**src/rtl/dualslope_seq.sv**
```systemverilog
module dualslope_seq #(
  parameter int PRESCALE     = 4,
  parameter int INT_COUNTS   = 1000,
  parameter int CYCLE_COUNTS = 4000,
  parameter int ZI_MIN       = 11,
  parameter int ZI_MAX       = 140,
  parameter int ZI_OVR       = 740
) (
  input  logic       clk,
  input  logic       rst,
  input  logic       cmp_i,
  output logic       az_o,
  output logic       int_o,
  output logic       de_up_o,
  output logic       de_dn_o,
  output logic       zi_o,
  output logic       short_o,
  output logic       res_neg_o,
  output logic       res_k_o,
  output logic [3:0] res_h_o,
  output logic [3:0] res_t_o,
  output logic [3:0] res_u_o,
  output logic       ovr_o,
  output logic       valid_o
);
  localparam int INT_CLK = INT_COUNTS * PRESCALE;
  localparam int CYC_CLK = CYCLE_COUNTS * PRESCALE;
  localparam int ZMAX    = (ZI_OVR > ZI_MAX) ? ZI_OVR : ZI_MAX;
  localparam int TMAX    = (INT_CLK > ZMAX) ? INT_CLK : ZMAX;
  localparam int TW      = $clog2(TMAX + 1);
  localparam int CW      = $clog2(CYC_CLK + 1);
  localparam int PW      = $clog2(PRESCALE + 1);

  typedef enum logic [1:0] {PH_AZ, PH_INT, PH_DE, PH_ZI} phase_t;

  phase_t        ph;
  logic [CW-1:0] cyc;
  logic [TW-1:0] tmr;
  logic [PW-1:0] pre;
  logic          pol, heavy;
  logic          k;
  logic [3:0]    h, t, u;
  logic          nk;
  logic [3:0]    nh, nt, nu;

  wire tick    = (pre == PW'(PRESCALE - 1));
  wire crossed = (cmp_i != pol);
  wire at_max  = k && (h == 4'd9) && (t == 4'd9) && (u == 4'd9);
  wire zi_done = heavy ? (tmr == TW'(ZI_OVR - 1))
                       : ((tmr >= TW'(ZI_MIN - 1) && !crossed) || tmr == TW'(ZI_MAX - 1));

  always_comb begin
    nk = k;
    nh = h;
    nt = t;
    nu = u + 4'd1;
    if (u == 4'd9) begin
      nu = 4'd0;
      nt = t + 4'd1;
      if (t == 4'd9) begin
        nt = 4'd0;
        nh = h + 4'd1;
        if (h == 4'd9) begin
          nh = 4'd0;
          nk = 1'b1;
        end
      end
    end
  end

  always_ff @(posedge clk) begin
    if (rst) begin
      ph        <= PH_AZ;
      cyc       <= '0;
      tmr       <= '0;
      pre       <= '0;
      pol       <= 1'b0;
      heavy     <= 1'b0;
      k         <= 1'b0;
      h         <= '0;
      t         <= '0;
      u         <= '0;
      res_neg_o <= 1'b0;
      res_k_o   <= 1'b0;
      res_h_o   <= '0;
      res_t_o   <= '0;
      res_u_o   <= '0;
      ovr_o     <= 1'b0;
      valid_o   <= 1'b0;
    end else begin
      valid_o <= 1'b0;
      cyc     <= cyc + CW'(1);
      case (ph)
        PH_AZ: begin
          if (cyc == CW'(CYC_CLK - 1)) begin
            ph  <= PH_INT;
            cyc <= '0;
            tmr <= '0;
          end
        end
        PH_INT: begin
          tmr <= tmr + TW'(1);
          if (tmr == TW'(INT_CLK - 1)) begin
            pol <= cmp_i;
            ph  <= PH_DE;
            pre <= '0;
            k   <= 1'b0;
            h   <= '0;
            t   <= '0;
            u   <= '0;
          end
        end
        PH_DE: begin
          pre <= pre + PW'(1);
          if (tick) begin
            pre <= '0;
            if (crossed || at_max) begin
              ph        <= PH_ZI;
              tmr       <= '0;
              valid_o   <= 1'b1;
              res_neg_o <= ~pol;
              ovr_o     <= !crossed;
              heavy     <= !crossed;
              res_k_o   <= crossed ? k : 1'b0;
              res_h_o   <= crossed ? h : 4'd0;
              res_t_o   <= crossed ? t : 4'd0;
              res_u_o   <= crossed ? u : 4'd0;
            end else begin
              k <= nk;
              h <= nh;
              t <= nt;
              u <= nu;
            end
          end
        end
        PH_ZI: begin
          tmr <= tmr + TW'(1);
          if (zi_done) begin
            ph    <= PH_AZ;
            heavy <= 1'b0;
          end
        end
        default: ph <= PH_AZ;
      endcase
    end
  end

  assign az_o    = (ph == PH_AZ);
  assign int_o   = (ph == PH_INT);
  assign de_up_o = (ph == PH_DE) && !pol;
  assign de_dn_o = (ph == PH_DE) && pol;
  assign zi_o    = (ph == PH_ZI);
  assign short_o = (ph != PH_INT);
endmodule

```
**config.mk**
```make
export PLATFORM = sky130hd
export DESIGN_NAME = dualslope_seq
export DESIGN_NICKNAME = d
export VERILOG_FILES = /design/src/rtl/dualslope_seq.sv
export SDC_FILE = /design/constraint.sdc
export NUM_CORES = 1
export LEC_CHECK = 0
export ABC_CLOCK_PERIOD_IN_PS = 2220
export BUFFER_PORTS_ARGS = -buffer_cell sky130_fd_sc_hd__buf_2
export CAP_MARGIN = 40
export CORE_UTILIZATION = 45
export CTS_CLUSTER_DIAMETER = 80
export DETAILED_ROUTE_END_ITERATION = 8
export GPL_TIMING_DRIVEN = 0
export HOLD_SLACK_MARGIN = 0.08
export PLACE_DENSITY = 0.72
export RECOVER_POWER = 50
export SETUP_SLACK_MARGIN = 0.5
export SYNTH_ARGS = -nofsm -noshare
export SYNTH_HDL_FRONTEND = slang
export SYNTH_SLANG_ARGS = --single-unit
```
**constraint.sdc**
```tcl
create_clock -name clk -period 2.22 [get_ports clk]
set_input_delay 0.222 -clock clk [delete_from_list [all_inputs] [get_ports clk]]
set_output_delay 0.222 -clock clk [all_outputs]
set_load 0.005 [all_outputs]
```
==> summary.md <==
| Metric | Value |
|---|---|
| Clock-pin slew on the worst setup and hold paths | 0.07 ns |
| CTS tree | yes |
| Most common flop cell mapped by yosys | dfxtp_1 |
| Critical path type | register to register |
| Drt first pass iters | 6 |
| Gr ovfl total | 0 |
| Clock skew | about 0.0063 ns |
| Peak VDD IR | 566 uV |
| Antenna viol nets, final | 0 |
| Xor/xnor cell area share of the yosys netlist | 4.81% |
| CP max FO | 5 |
| Clock root cell | clkbuf_8 |
| Fin. max-slew vios | 0 |
| Post-synthesis compound-gate area fraction | 18.2% |
| Worst-Margin Slew | a little under 0.8 ns |
| Maximum clock insertion buffer count | 2 |
| Largest net degree at the start of global routing | 11 |
| Area delta synth->final | 45.8% |
| RSZ-0062 raised after global routing | yes |
| Sequential area share after synthesis | 40.1% |
| DP Area | 3440 um2 |
| Syn Area/Cell | 8.84 um2 |
| Multiplexer share of the synthesized area | 1.94% |
| Global-route wire length before repair | 14600 um |
| Worst Hold Margin | 0.236 ns |
| Die Span X | 84.9 um |
| Startpoint Class | register |
| Drt total wl | 9330 um |
| Final Power | 3.31 mW |
| Worst Setup SP | h[1] |
| Routed vias | 3119 |
| Layout cells sized above 1 | 44.1% |
| Vias in the first global route | 3083 |
| Synth Register Bits | 62 |
| Adder-cell share of the synthesized area | between 5 and 6% |
| WP buf/inv | 4 |
| Unique masters post-synth | 56 |
| Final Hold Viols | 0 |
| Relative slew slack | 47.8% |
| Num CTS Buffers | 9 |
| Max-cap violation count | 0 |
| H-tree level count | 3 |
| Main combinational cell family by area after synthesis | simple AND/OR/NAND/NOR gates |
| Post-synth EDFFs | 0 |
| Site Rows | 29 |
| Post-synth ARST share | 0% |
| Critical path data arrival time | 2.41 ns |
| Core Util, Final | between 60% and 70% |
| Post-CTS Hold Buffers | 0 |
| Via density | 6.06 |
| Setup crit end kind | register |
| Leakage | 1.66 nW |
| Ys Warns | 0 |
| Core area | between 6000 and 7000 um2 |
| # port buffers | 24 |
| Post-Layout Inst Area | between 4000 and 5000 um2 |
| Min Tclk post-route | ~2.2 ns |
| Reg2reg start | h[1] |
| CP peak stage delay | approximately 0.45 ns |
| Initial DRC count | 178 |
| Chip height | about 85 um |
| Top delay family on crit path | buffers and inverters |
| Hold Crit Class | primary input to register |
| Initial antenna violation count | 0 |
| CP cell instances | inv_2 -> ha_4 -> nand4b_1 -> clkbuf_2 -> o31ai_2 -> clkbuf_4 -> and2_4 -> buf_8 -> mux2i_1 -> nor2_1 |
| Worst path required time | 2.43 ns |
| CP max stage cell | o31ai_2 |
| Residual DRC | 1 |
| N_diodes | 0 |
| Total GRT Usage | 25.9% |
| Clock sink total | 62 |
| Post-Syn Instances | 350 |
| Initial Util | 47.6% |
| Pwr Density | 733 nW/um2 |
| Failing checks | design-rule violations |
| Synth Cell Area | just over 3000 um2 |
| Hold path startpoint | rst |
| Post-synthesis simple-gate area fraction | 25.7% |
| IO Pins | 25 |
| Die area | ~7200 um2 |
| Latest clock arrival within the worst-skew pair | around 0.35 ns |
| Syn_nets | 367 |
| Final-stage net count | roughly 450 |
| DP HPWL | approximately 4900 um |
| Post-DR wirelength/cell | around 18 um |
| # setup viols final | 0 |
| RePlAce Congestion | slightly above 0.8 |
| Outcome | complete, but fails checks |
| FMAX | 454 MHz |
| Fin crit share | 99.3% |
[logic make-up after synthesis]
| logic type | after synthesis |
|---|---|
| adders and majority gates | 14 |
| buffers and inverters | 28 |
| muxes | 6 |
| and+or+nand+nor | 142 |
| AOI/OAI and AO/OA | 81 |
| DFF | 62 |
| xor gates and xnor gates | 17 |
[Yosys cell counts, types with 7 or more instances]
| master | instances | area, um2 |
|---|---|---|
| nand3_1 | 26 | 130 |
| ha_1 | 14 | 175 |
| a21oi_1 | 31 | 155 |
| or3_1 | 9 | 56.3 |
| nand4_1 | 8 | 50.1 |
| nand2_1 | 14 | 52.6 |
| o21ai_0 | 15 | 75.1 |
| nand2b_1 | 14 | 87.6 |
| xor2_1 | 11 | 96.3 |
| inv_1 | 17 | 63.8 |
| clkbuf_1 | 8 | 30.0 |
| o31ai_1 | 9 | 67.6 |
| nor2_1 | 30 | 113 |
| dfxtp_1 | 62 | 1240 |
| or4_1 | 7 | 52.6 |
[worst paths after layout]
check | slack [ns] | to | cells after the start
min reg2reg | 0.46 | cyc[0] | 1
min | 0.24 | h[3] | 3
max reg2reg | 0.02 | ovr_o | 10
max | 0.02 | ovr_o | 10
[power by group]
group	total, mW	switching (mW)	internal [mW]
clock network	1.13	0.442	0.683
logic	0.983	0.501	0.482
registers	1.20	0.0450	1.15
[cell usage in the layout (no fill, tap or decap), drive strengths merged, types with 12 or more instances in the layout]
master and instances:
or3 12, inv 17, dfxtp 62, nand2b 14, clkbuf 27, a21oi 31, o21ai 17, ha 14
nand2 14, nand3 26, nor2 30, buf 65
[what timing repair did]
item / CTS / global route
cloned: 4 / 0
setup buffers: 38 / 7
pin swaps: 24 / 11
endpoints found under the setup margin: 59 / 59
gates resized for setup: 69 / 60
[metrics by stage]
stage | setup TNS (ns) | cells | setup slack [ns]
6_report | 0 | 515 | 0.0163
4_1_cts | 0 | 508 | 0.159
2_1_floorplan | 0 | 350 | 0.159
5_1_grt | -0.000755 | 515 | -0.000755
3_5_place_dp | -1.73 | 451 | -0.221
3_3_place_gp | -1.72 | 451 | -0.211
[cell type report]
cell class                      instances  area (um2)
Clock inverter                          4        70.1
Fill cell                             450        1980
Multi-Input combinational cell        262        2240
Buffer                                 11        80.1
Tap cell                               77        96.3
Timing Repair Buffer                   71         503
Inverter                               17        76.3
Clock buffer                           11         151
Sequential cell                        62        1290
[worst min-delay path, stage by stage]
cell and delay, ns:
buf_2 0.13, a211o_1 0.12, o41ai_2 0.06
[layer usage]
metal | track usage, % | vias to the layer above | part of all wire [%] | routed length (um)
met5 | 0 | - | 0 | 0
met4 | 10.0 | 0 | 2.0 | 184
met3 | 6.61 | 23 | 4.9 | 456
met2 | 44.6 | 104 | 51 | 4720
met1 | 31.0 | 1537 | 43 | 3970
li1 | - | 1455 | - | -
[sequential cells by signal (all words and copies together) (netlist names), 2 cells and up]
signal   flops
h            4
res_h_o      4
res_t_o      4
ph           2
cyc         14
tmr         12
res_u_o      4
t            4
u            4
pre          3
Power figures use the tool's default switching activity.
